File: config.mk
export PLATFORM = sky130hd
export DESIGN_NAME = zdepth_cmp
export DESIGN_NICKNAME = d
export VERILOG_FILES = /design/src/rtl/zdc_pkg.sv /design/src/rtl/zdc_ctrl.sv /design/src/rtl/zdc_datapath.sv /design/src/rtl/zdepth_cmp.sv
export SDC_FILE = /design/constraint.sdc
export NUM_CORES = 1
export LEC_CHECK = 0
export BUFFER_PORTS_ARGS = -buffer_cell sky130_fd_sc_hd__buf_2
export CAP_MARGIN = 20
export CELL_PAD_IN_SITES_DETAIL_PLACEMENT = 0
export CELL_PAD_IN_SITES_GLOBAL_PLACEMENT = 1
export CORE_MARGIN = 5
export CORE_UTILIZATION = 44
export CTS_CLUSTER_SIZE = 28
export DETAILED_ROUTE_END_ITERATION = 16
export PLACE_DENSITY = 0.95
export SYNTH_ARGS = -nofsm -noshare
export SYNTH_HDL_FRONTEND = slang
export SYNTH_SLANG_ARGS = --single-unit
export TNS_END_PERCENT = 100
File: constraint.sdc
create_clock -name clk -period 5.3 [get_ports clk]
set_input_delay 1.59 -clock clk [delete_from_list [all_inputs] [get_ports clk]]
set_output_delay 1.59 -clock clk [all_outputs]
set_load 0.005 [all_outputs]
File: src/rtl/zdc_pkg.sv
package zdc_pkg;
  typedef struct packed {
    logic loadOut;     // capture a new depth result
    logic outFromStage; // depth result comes from the stage register
    logic loadStage;   // capture the new minimum into the stage
    logic shiftMask;   // push pass bits into the mask
    logic longSel;     // wide field layout
  } zdcStrobes_t;
endpackage

File: src/rtl/zdc_ctrl.sv
module zdc_ctrl
  import zdc_pkg::*;
(
  input  logic        issue,
  input  logic        longMode,
  input  logic        pipeMode,
  output zdcStrobes_t strobes
);
  always_comb begin
    strobes.loadOut      = issue;
    strobes.outFromStage = pipeMode;
    strobes.loadStage    = issue & pipeMode;
    strobes.shiftMask    = issue;
    strobes.longSel      = longMode;
  end
endmodule

File: src/rtl/zdc_datapath.sv
module zdc_datapath
  import zdc_pkg::*;
#(
  parameter int LANE_W = 16,
  parameter int LANES  = 4,
  parameter int MASK_W = 8
) (
  input  logic                    clk,
  input  logic                    rst,
  input  zdcStrobes_t             strobes,
  input  logic [LANE_W*LANES-1:0] srcA,
  input  logic [LANE_W*LANES-1:0] srcB,
  output logic [LANE_W*LANES-1:0] depthOut,
  output logic [MASK_W-1:0]       maskOut
);
  localparam int DATA_W  = LANE_W * LANES;
  localparam int WIDE_N  = LANES / 2;
  localparam int WIDE_W  = LANE_W * 2;

  logic [LANES-1:0]  passNarrow;
  logic [WIDE_N-1:0] passWide;
  logic [DATA_W-1:0] minNarrow;
  logic [DATA_W-1:0] minWide;
  logic [DATA_W-1:0] minSel;
  logic [MASK_W-1:0] maskNext;
  logic [DATA_W-1:0] outQ;
  logic [DATA_W-1:0] stageQ;
  logic [MASK_W-1:0] maskQ;

  for (genvar i = 0; i < LANES; i++) begin : g_narrow
    logic [LANE_W-1:0] aLane;
    logic [LANE_W-1:0] bLane;
    assign aLane = srcA[i*LANE_W +: LANE_W];
    assign bLane = srcB[i*LANE_W +: LANE_W];
    assign passNarrow[i] = (bLane <= aLane);
    assign minNarrow[i*LANE_W +: LANE_W] = passNarrow[i] ? bLane : aLane;
  end

  for (genvar j = 0; j < WIDE_N; j++) begin : g_wide
    logic [WIDE_W-1:0] aLane;
    logic [WIDE_W-1:0] bLane;
    assign aLane = srcA[j*WIDE_W +: WIDE_W];
    assign bLane = srcB[j*WIDE_W +: WIDE_W];
    assign passWide[j] = (bLane <= aLane);
    assign minWide[j*WIDE_W +: WIDE_W] = passWide[j] ? bLane : aLane;
  end

  always_comb begin
    minSel = strobes.longSel ? minWide : minNarrow;
    if (strobes.longSel)
      maskNext = {passWide, maskQ[MASK_W-1:WIDE_N]};
    else
      maskNext = {passNarrow, maskQ[MASK_W-1:LANES]};
  end

  always_ff @(posedge clk) begin
    if (rst) begin
      outQ   <= '0;
      stageQ <= '0;
      maskQ  <= '0;
    end else begin
      if (strobes.loadOut)
        outQ <= strobes.outFromStage ? stageQ : minSel;
      if (strobes.loadStage)
        stageQ <= minSel;
      if (strobes.shiftMask)
        maskQ <= maskNext;
    end
  end

  assign depthOut = outQ;
  assign maskOut  = maskQ;
endmodule

File: src/rtl/zdepth_cmp.sv
module zdepth_cmp
  import zdc_pkg::*;
#(
  parameter int LANE_W = 16,
  parameter int LANES  = 4,
  parameter int MASK_W = 8
) (
  input  logic                    clk,
  input  logic                    rst,
  input  logic                    issue,
  input  logic                    longMode,
  input  logic                    pipeMode,
  input  logic [LANE_W*LANES-1:0] srcA,
  input  logic [LANE_W*LANES-1:0] srcB,
  output logic [LANE_W*LANES-1:0] depthOut,
  output logic [MASK_W-1:0]       maskOut
);
  zdcStrobes_t strobes;

  zdc_ctrl u_ctrl (
    .issue    (issue),
    .longMode (longMode),
    .pipeMode (pipeMode),
    .strobes  (strobes)
  );

  zdc_datapath #(
    .LANE_W (LANE_W),
    .LANES  (LANES),
    .MASK_W (MASK_W)
  ) u_dp (
    .clk      (clk),
    .rst      (rst),
    .strobes  (strobes),
    .srcA     (srcA),
    .srcB     (srcB),
    .depthOut (depthOut),
    .maskOut  (maskOut)
  );
endmodule

# [Yosys cells after proc, flatten, opt, wreduce, memory -nomap -nowiden]
# Index checks and enable logic that the tools add are counted.
[classes] n_mux=9 order_cmp=6 bitwise=1
[ops] op="$mux 64" count=2
[ops] op="$le 16x16->1" count=4
[ops] op="$le 32x32->1" count=2
[ops] op="$mux 16" count=4
[ops] op="$mux 32" count=2
[ops] op="$mux 8" count=1
[ops] op="$and 1x1->1" count=1
[totals] in_bits=133 output_inout_bits=72 elab_cells=19 regBits=136

# [Logic depth before layout (Yosys ltp)]
[logic_depth] ltp_word=4 ltp_mapped=10 mapped_depth_nobuf=8

# [By module]
# A second synthesis with hierarchy kept.
[unflattened] hier_cells=873 hier_area_um2=7786.2
[modules_own_cells] mod="zdc_datapath" n_inst=1 area_per_inst_um2=7749.9 seq_area_each_um2=2722.6 cells_each=868
[modules_own_cells] mod="zdc_ctrl" n_inst=1 area_per_inst_um2=36.3 seq_area_each_um2=0.0 cells_each=5

# [Worst setup path after synthesis]
# Ideal clock, no wire load.
[synth_timing] kind="input-to-reg" from="in srcA[45]" to="reg u_dp.outQ[44], in the netlist u_dp.depthOut[44]" path_buffers=1 arrival_ps=3603 path_slack_ps=1575 cell_stages=9 required_ps=5178 setup_time_ps=122 cell_sequence="inv_1 > ha_1 > a21o_1 > a21o_1 > a221o_1 > o31a_1 > a21o_1 > buf_2 > a311o_1"
[synth_between] elab_chain_cells=4 elab_cells_between_ends=6 classes_between="order compare (2); mux (4)"
[synth_rtl] element="start: declaration" line="zdepth_cmp.sv:13" rtl="input logic [LANE_W*LANES-1:0] srcA,"
[synth_rtl] element="$le 32x32->1 or $le 16x16->1 (tied branches)" line="zdc_datapath.sv:44, zdc_datapath.sv:35"
[synth_rtl] element="$mux 32 or $mux 16 (tied branches)" line="zdc_datapath.sv:45, zdc_datapath.sv:36"
[synth_rtl] element="$mux 64 (*)" line="zdc_datapath.sv:49" rtl="minSel = strobes.longSel ? minWide : minNarrow;"
[synth_rtl] element="$mux 64 (*)" line="zdc_datapath.sv:63" rtl="outQ <= strobes.outFromStage ? stageQ : minSel;"
[synth_rtl] element="end signal: assignment" line="zdc_datapath.sv:63"
[synth_rtl] element="end: declaration" line="zdc_datapath.sv:26" rtl="logic [DATA_W-1:0] outQ;"
# Mark *: on every way between the ends. The rest lies on a longest branch, timed or not.
# A chain may end at the register's enable or synchronous reset.

# [Worst setup path after layout]
[layout_timing] from="in srcA[45]" to="reg u_dp.outQ[48], in the netlist u_dp.depthOut[48]"
[layout_between] elab_chain_cells=4
[layout_rtl] element="$le 32x32->1" line="zdc_datapath.sv:44" rtl="assign passWide[j] = (bLane <= aLane);"
[layout_rtl] element="$mux 32" line="zdc_datapath.sv:45" rtl="assign minWide[j*WIDE_W +: WIDE_W] = passWide[j] ? bLane : aLane;"
[layout_rtl] element="$mux 64" line="zdc_datapath.sv:49"
[layout_rtl] element="$mux 64" line="zdc_datapath.sv:63"
# No other way between the ends.

==> out/qor.yml <==
sta:
  tns_ps: 0
  finalSetupViolations: 0
  max_freq_mhz: 239
  slew_headroom_pct: 40.8
  holdWs_ps: 487
  drv_slew: 0
  clock_skew_ps: 7.02
  final_hold_viol_count: 0
  final.min_clock_period_ps: 4180
  period_share_pct: 78.8
  max_slew.worst_pin.slew_ps: 888
  rsz0062_at_grt: "no"
finish:
  area_growth_pct: 19.1
  fill_cells: 2107
  drive_above_1_share_pct: 20.4
  finalNetCount: 1546
  final_util_pct: 52.7
  diodes: 0
setup_path:
  max_stage_delay_ps: 710
  cpMostUsedCell: "a21o_1"
  critPathRequiredTime_ps: 5630
  crit_chain: "buf_2 -> inv_1 -> ha_1 -> a21o_1 -> a21o_1 -> a221o_1 -> o31ai_4 -> nand2_1 -> o211ai_1"
  r2r_cells: 3
  critPathKind: "input port to register"
  arrival_ps: 4510
  crit_fanout: 18
  startpoint_type: "input port"
  critPathSlowestCell: "o31ai_4"
  cp-end-kind: "register"
clock_tree:
  clk_latency_ps: 420
  cts_resized: 0
  h-tree-depth: 4
  holdBufCountCts: 0
  root_buffer: "clkbuf_16"
  cts_buffers: 17
  clkSlewWorstSetupHoldPaths_ps: 60
  post-cts-setup-buffers: 0
  cts_num_sinks: 136
  cts_tree: "done"
  clockBufferDepth: 2
floorplanning:
  dieHeight_um: 158
  die_w_um: 158
  row_count: 54
  io-pin-count: 205
  initial_utilization_pct: 44.3
  die-area_mm2: 0.0248
  core_area_mm2: 0.0216
route:
  wl_met1_mm: 13.0
  drc: 0
  via_per_inst: 5.98
  dr_wl_met2_mm: 14.3
  wl_per_cell_um: 17.9
  dr.pass1.iters: 4
  detail-route-antenna-nets: 0
  vias: 9809
  dr_wl_met3_mm: 1.65
  routed_wl_mm: 29.4
  drt-initial-drc-count: 581
  routed.top_layer: "met4"
synth:
  ys_warn_count: 0
  synth_top_cell_area_share_pct: 28.4
  synthTopCellsByArea: "dfxtp_1, ha_1, a211oi_1"
  synth_edf_count: 0
  synthCells: 1220
  syn-cell-area_mm2: 0.00958
  synth.largest_area_cell: "dfxtp_1"
  syn_avg_cell_area_um2: 7.85
  ys_async_sr_fraction_pct: 0
  synth_nets: 1419
  synth_ff_type: "dfxtp_1"
  ys_types: 50
  synth-seq-area-share_pct: 28.4
  synth-seq-cells: 136
place:
  place_hpwl_mm: 18.9
  place_congestion: 0.820
  io_buffers: 204
global_routing:
  grt_remaining_overflow: 0
  antenna_found_initial: 0
  grt_usage_pct: 23.1
  grt_pass1_vias: 9509
  grt_first_pass_wirelength_mm: 47.4
  grt_max_degree: 95
job:
  cap_violations: 0
power_and_ir_drop:
  p_leak_nw: 4.85
  powerDensity_mw_per_mm2: 282
  ir_worst_vdd_mv: 0.229
min_path:
  hold_path.class: "register to register"
  hold_depth: 2
status:
  status: "finished, final reports clean"
[cells by family after synthesis]
group	share of synthesized area (%)
fa+ha+maj	8.62
buf+inv	7.79
mux	1.99
simple gates	19.4
flops	28.4
compound gates	33.8
[flip-flops by register name, summed over array words and instances, names as in the netlist]
register       flops
u_dp.maskOut       8
u_dp.stageQ       64
u_dp.depthOut     64
[worst max-delay path, delay by kind of cell]
family | cells | cell delay [ps]
simple gates | 1 | 650
buf+inv | 2 | 150
fa+ha+maj | 1 | 310
compound gates | 5 | 1800
[where the power goes]
part	switching (mW)	leakage, nW	internal, mW
logic	0.400	3.41	0.261
clock network	0.477	0.329	0.922
registers	0.0436	1.12	1.11
[final timing paths]
path	from	endpoint	slack, ps
min reg2reg	u_dp.maskOut[1]	u_dp.maskOut[1]	490
max	srcA[45]	u_dp.depthOut[48]	1120
max reg2reg	u_dp.maskOut[6]	u_dp.maskOut[4]	4320
min	u_dp.maskOut[1]	u_dp.maskOut[1]	490
[cell type report]
cell class	count	area, um2	share of cell area (%)
sequential	136	2720	23.9
multi-input combinational	892	6130	53.7
timing repair buffer	229	1250	10.9
inverter	71	267	2.34
clock inverter	11	218	1.91
clock buffer	21	470	4.13
tap	280	350	3.07
[metrics by stage]
step                cell area, um2  instances  total power, mW  worst slack [ps]
floorplan                     9580       1220             1.58              1570
global placement             10700       1607             1.81               752
detailed placement           10700       1607             1.83               678
CTS                          11400       1639             3.23              1110
global route                 11400       1640             3.36               865
finish                       11400       1640             3.21              1120
[routing by layer]
metal  up-vias  track usage (%)
li1       4828                -
met1      4651             29.8
met2       289             39.3
met3        41             4.21
met4         0             7.17
met5         -                0
[synth_stat cells, drive strengths merged, types with 2 or more instances]
cell and n:
a2111oi 34, a211oi 69, a21o 26, a21oi 75, a221o 2, a22o 2
a22oi 2, a311o 32, a31oi 19, a41oi 16, and2 17, and3 2
and3b 2, buf 28, clkbuf 93, dfxtp 136, ha 66, inv 71
mux2i 19, nand2 60, nand2b 71, nand3 85, nand4 35, nor2 71
nor2b 3, nor3 4, nor4 4, o211a 2, o211ai 20, o21a 3
o21ai 51, o21bai 49, o311ai 18, o31a 3, o31ai 20, or2 2
or3 2
[cell usage in the layout (no fill, tap or decap), types with 25 or more instances in the layout]
cell / count
buf_4: 25
o21ai_0: 51
a21o_1: 26
buf_2: 202
nand2b_1: 71
dfxtp_1: 136
a2111oi_0: 32
nand2_1: 59
nor2_1: 71
a21oi_1: 74
a311o_1: 32
nand3_1: 85
a211oi_1: 69
nand4_1: 35
inv_1: 71
ha_1: 66
o21bai_1: 49
(Power assumes the default switching activity.)
